**config.mk**
```make
export PLATFORM = sky130hd
export DESIGN_NAME = prio_vec_intc
export DESIGN_NICKNAME = d
export VERILOG_FILES = /design/src/rtl/prio_vec_intc.sv
export SDC_FILE = /design/constraint.sdc
export NUM_CORES = 1
export LEC_CHECK = 0
export BUFFER_PORTS_ARGS = -buffer_cell sky130_fd_sc_hd__buf_2
export CAP_MARGIN = 20
export CORE_MARGIN = 4
export CORE_UTILIZATION = 62
export DETAILED_ROUTE_END_ITERATION = 12
export PLACE_DENSITY = 0.81
export SKIP_CTS_REPAIR_TIMING = 1
export SLEW_MARGIN = 20
export SYNTH_ARGS = -nofsm -noshare
export SYNTH_HDL_FRONTEND = slang
export SYNTH_SLANG_ARGS = --single-unit
```
**constraint.sdc**
```tcl
create_clock -name clk -period 47.7 [get_ports clk]
set_clock_uncertainty 0.2 [all_clocks]
set_input_delay 9.54 -clock clk [delete_from_list [all_inputs] [get_ports clk]]
set_output_delay 9.54 -clock clk [all_outputs]
set_load 0.1 [all_outputs]
```
**src/rtl/prio_vec_intc.sv**
```systemverilog
module prio_vec_intc #(
  parameter int NSRC = 16,
  parameter int SW   = $clog2(NSRC),
  parameter int VW   = 8
) (
  input  logic            clk,
  input  logic            rst_n,
  input  logic [NSRC-1:0] src_in,
  input  logic            cfg_we,
  input  logic [SW-1:0]   cfg_sel,
  input  logic [7:0]      cfg_wdata,
  output logic [7:0]      cfg_rdata,
  input  logic            master_en,
  input  logic [2:0]      mask_lvl,
  input  logic [VW-1:0]   vec_base,
  output logic [2:0]      irq_level,
  input  logic            iack,
  output logic [VW-1:0]   vec_out,
  output logic            vec_valid
);

  logic [NSRC-1:0] sy1, sy2, sy3, pend, trig, pol, ien, ev, hit;
  logic [2:0]      lvl [NSRC];
  logic [2:0]      best_l;
  logic [SW-1:0]   best_i;

  always_ff @(posedge clk) begin
    if (!rst_n) begin
      sy1 <= '0; sy2 <= '0; sy3 <= '0;
    end else begin
      sy1 <= src_in; sy2 <= sy1; sy3 <= sy2;
    end
  end

  for (genvar i = 0; i < NSRC; i++) begin : g_src
    logic wr_me;
    assign wr_me  = cfg_we && (cfg_sel == SW'(i));
    assign ev[i]  = trig[i] && (pol[i] ? (sy3[i] && !sy2[i]) : (!sy3[i] && sy2[i]));
    assign hit[i] = trig[i] ? pend[i] : (sy2[i] ^ pol[i]);

    always_ff @(posedge clk) begin
      if (!rst_n) begin
        lvl[i] <= '0; ien[i] <= 1'b0; trig[i] <= 1'b0; pol[i] <= 1'b0; pend[i] <= 1'b0;
      end else begin
        if (wr_me) begin
          lvl[i]  <= cfg_wdata[2:0];
          ien[i]  <= cfg_wdata[4];
          trig[i] <= cfg_wdata[6];
          pol[i]  <= cfg_wdata[7];
        end
        if (ev[i])                       pend[i] <= 1'b1;
        else if (wr_me && cfg_wdata[3])  pend[i] <= 1'b0;
      end
    end
  end

  always_comb begin
    best_l = '0;
    best_i = '0;
    for (int i = 0; i < NSRC; i++) begin
      if (master_en && ien[i] && hit[i] && lvl[i] > mask_lvl && lvl[i] >= best_l) begin
        best_l = lvl[i];
        best_i = SW'(i);
      end
    end
  end

  assign irq_level = best_l;
  assign cfg_rdata = {pol[cfg_sel], trig[cfg_sel], hit[cfg_sel], ien[cfg_sel], 1'b0, lvl[cfg_sel]};

  always_ff @(posedge clk) begin
    if (!rst_n) begin
      vec_out   <= '0;
      vec_valid <= 1'b0;
    end else begin
      vec_valid <= iack && (best_l != 3'd0);
      if (iack && best_l != 3'd0) vec_out <= vec_base + VW'(best_i);
    end
  end


  above_mask_chk: assert property (@(posedge clk) disable iff (!rst_n)
    (irq_level != 3'd0) |-> (irq_level > mask_lvl));


  master_gate_chk: assert property (@(posedge clk) disable iff (!rst_n)
    !master_en |-> (irq_level == 3'd0));


  vec_after_ack_chk: assert property (@(posedge clk) disable iff (!rst_n)
    vec_valid |-> ($past(iack) && $past(irq_level) != 3'd0));


  pend_clear_chk: assert property (@(posedge clk) disable iff (!rst_n)
    (cfg_we && cfg_wdata[3] && !ev[cfg_sel]) |=> !pend[$past(cfg_sel)]);


  pend_hold_chk: assert property (@(posedge clk) disable iff (!rst_n)
    (pend[cfg_sel] && !(cfg_we && cfg_wdata[3])) |=> pend[$past(cfg_sel)]);

endmodule

```
==> reports/results.env <==
YOSYSSEQAREASHARE_PCT=35.3
GRT_UTIL_MET1_PCT=35.4
SWITCHING_PART_OF_THE_TOTAL_POWER_PCT=25.0
DRC=0
WL_UM=25800
CTS-BUFFERS-INSERTED=17
POWERDENSITY_mW_PER_MM2=28.4
IO_BUFFERS=61
NUMBER_OF_FLOPS_MAPPED_TO_ENABLE_CELLS_BY_YOSYS=48
MAX_FCLK_GHz=0.0231
SYNTH-MAIN-FF-CELL='sky130_fd_sc_hd__dfxtp_1'
SYNTH_AREA_PER_CELL_UM2=9.30
DRIVE_ABOVE_1_SHARE_PCT=14.4
WORST_PATH_MOST_REPEATED_CELL='sky130_fd_sc_hd__ha_1'
FP.DIEW_UM=141
CTS.REPORTEDPATHS.CLKPINSLEW_NS=0.06
CLOCK_INSERTION_DELAY_WORST_SKEW_NS=0.42
OUTCOME='completed'
YS_FF_LATCH=169
ANTENNA_FOUND_INITIAL=0
TIMING.HOLD.WORST.CLASS='flop to flop'
ANTENNA-DIODE-COUNT=0
TIMING.CRITICAL_PATH.TO_TYPE='output pin'
TIMING.FINAL.HOLD_VIOLATIONS=0
POSTROUTEANTENNANETS=0
INTPOWER_W=0.000254
MOSTFREQUENTLAYOUTCELLS='136 x sky130_fd_sc_hd__nand2_1, 121 x sky130_fd_sc_hd__dfxtp_1, 100 x sky130_fd_sc_hd__nor2_1, 82 x sky130_fd_sc_hd__ha_1, 69 x sky130_fd_sc_hd__o21ai_0'
POST_DRT_WL_PER_CELL_UM=17.7
WORST_VDD_DROP_mV=0.0293
DR_TOTAL_VIAS=8840
GLOBALROUTETOTALUTIL_PCT=26.3
USE_MET3_PCT=4.44
CTSLONGESTPATHBUFFERS=2
P_SWITCHING_W=0.0000849
AREA_GROWTH_PCT=9.30
WORST_SLEW_MARGIN_REL_PCT=32.1
WORSTPATHARRIVAL_NS=33.61
CLKPWRFRAC_PCT=41.3
LAYOUT_WORST_PATH_CYCLE_SHARE_PCT=90.9
DRT_PASS1_ITERATIONS=6
TIMING.FINAL.MAX_SLEW_VIOLATIONS=0
SEQ_POWER_SHARE_PCT=46.5
PERIOD_NEEDED_NS=43.35
CLOCK_TREE_FROM_TRITONCTS='done'
MAX_CAP_VIOL_COUNT=0
IOS=64
REQUIRED_NS=37.96
GLOBAL_ROUTE.OVERFLOW_TOTAL=0
FINALNONFILLERCELLS=1452
CTS_SINKS=169
FLOORPLAN.INITIALDENSITY_PCT=63.2
CTS-ROOT-BUF='sky130_fd_sc_hd__clkbuf_16'
GRT_START_MAX_NET_PINS=101
GRT_FIRST_PASS_WIRELENGTH_UM=42200
YS_ASYNC_SR_FRACTION_PCT=0
YS_TYPES=95
DPL.CELL_COUNT=1420
SYNTHCELLS=1176
WORSTSETUPPATHTYPE='input port to output pin'
FINAL_COMMON_CELL='sky130_fd_sc_hd__nand2_1'
CRITPATHMAXFANOUT=16
DIE_AREA_MM2=0.0198
GRTUSAGEMET2_PCT=43.0
BUSIEST_LAYER='met2'
NUMBER_OF_ENDPOINTS_FAILING_SETUP_AT_THE_FINAL_STAGE=0
CHIP_HEIGHT_UM=141
PLACE_CONGESTION=0.852
DETAIL_ROUTE.ITER0.VIOLATIONS=730
CPPEAKSTAGEDELAY_NS=0.64
ROUTE.DETAILED.VIAS_PER_INST=6.09
DP_HPWL_UM=19000
NETLIST_AREA_MM2=0.0109
H-TREE-DEPTH=4
CP_SLOWEST_CELL='sky130_fd_sc_hd__o2111ai_1'
SYNTH_NETS=1303
GRT_SETUP_UNREPAIRED='no'
NUM_ROWS=48
WORST_PIN_SLEW_NS=1.00
FIRST_GLOBAL_VIAS=8516
COMBPWRFRAC_PCT=12.2
STATIC-LEAKAGE-POWER_nW=5.01
NETS=1341
STD_CELL_CORE_AREA_MM2=0.0173
CP-START-KIND='input port'
FINAL.SETUP.TNS_NS=0
SYNTH.YOSYS.WARNINGS=0
## area by class of cell
type	count	area, um2
fill	1289	5340
clock inverter	10	111
inverter	47	176
multi-input combinational	915	6690
clock buffer	22	508
sequential	169	3860
timing repair buffer	64	330
tap	225	282
## synth_stat cells (36+ instances only)
cell | count | area [um2]
sky130_fd_sc_hd__inv_1 | 46 | 173
sky130_fd_sc_hd__a21oi_1 | 39 | 195
sky130_fd_sc_hd__edfxtp_1 | 48 | 1440
sky130_fd_sc_hd__clkbuf_1 | 36 | 135
sky130_fd_sc_hd__ha_1 | 82 | 1030
sky130_fd_sc_hd__nor2b_1 | 47 | 294
sky130_fd_sc_hd__nand2_1 | 136 | 510
sky130_fd_sc_hd__and2_1 | 55 | 344
sky130_fd_sc_hd__nor2_1 | 100 | 375
sky130_fd_sc_hd__nand3_1 | 42 | 210
sky130_fd_sc_hd__o21ai_0 | 69 | 345
sky130_fd_sc_hd__dfxtp_1 | 121 | 2420
sky130_fd_sc_hd__mux2i_1 | 44 | 440
## power groups by stage
stage	sequential (W)	combinational, W	clock, W
2_1_floorplan	0.000159	0.0000310	0
3_3_place_gp	0.000160	0.0000397	0
3_5_place_dp	0.000161	0.0000410	0
4_1_cts	0.000157	0.0000413	0.000142
5_1_grt	0.000158	0.0000456	0.000147
6_report	0.000158	0.0000415	0.000140
## registers in the layout (all words and copies together), names as in the netlist
name and flops:
ien 16, lvl 48, pend 16, pol 16
sy1 16, sy2 16, sy3 16, trig 16
vec_out 8, vec_valid 1
## layer usage
metal | share of wire (%) | wire (um)
met4 | 2.8 | 712
met3 | 6.0 | 1540
met2 | 46 | 11900
met1 | 45 | 11600
met5 | 0 | 0
## cells by family (layout without fill, tap and decap cells)
| group | count (synthesis) | after routing | share of synthesized area, % |
|---|---|---|---|
| mux | 83 | 83 | 11.4 |
| other cells | 1 | 1 | 0.0343 |
| simple gates | 465 | 465 | 21.7 |
| buf+inv | 92 | 143 | 3.57 |
| fa+ha+maj | 87 | 87 | 9.93 |
| xor+xnor | 21 | 21 | 1.68 |
| compound gates | 258 | 258 | 16.4 |
| flops | 169 | 169 | 35.3 |
## per-stage QoR
| step | util, % | cell area (um2) | hold slack [ns] | setup slack [ns] | total power (W) |
|---|---|---|---|---|---|
| 6_report | 69.1 | 12000 | 0.232 | 4.35 | 0.000339 |
| 5_1_grt | 69.1 | 12000 | 0.247 | 2.33 | 0.000351 |
| 4_1_cts | 69.1 | 12000 | 0.237 | 4.52 | 0.000340 |
| 3_5_place_dp | 65.5 | 11300 | 0.222 | 4.66 | 0.000202 |
| 3_3_place_gp | 65.5 | 11300 | 0.213 | 5.04 | 0.000200 |
| 2_1_floorplan | - | 10900 | 0.212 | 6.52 | 0.000190 |
## critical path: cells and delay by family
family	cells	cell delay, ns
AND/OR/NAND/NOR	39	6.09
AO/OA/AOI/OAI	41	8.92
multiplexers	6	2.09
buffers and inverters	6	1.13
adder cells (fa/ha/maj)	20	5.82
## worst paths after layout
path	from	end	slack (ns)	depth (start not counted)
setup / recovery	mask_lvl[2]	irq_level[1]	4.35	112
hold / removal	sy1[1]$_SDFF_PN0_	sy2[1]$_SDFF_PN0_	0.23	1
setup reg to reg	lvl[0][2]$_SDFFCE_PN0P_	vec_out[7]$_SDFFE_PN0P_	22.53	116
hold reg to reg	sy1[1]$_SDFF_PN0_	sy2[1]$_SDFF_PN0_	0.23	1
(Power assumes the default switching activity.)
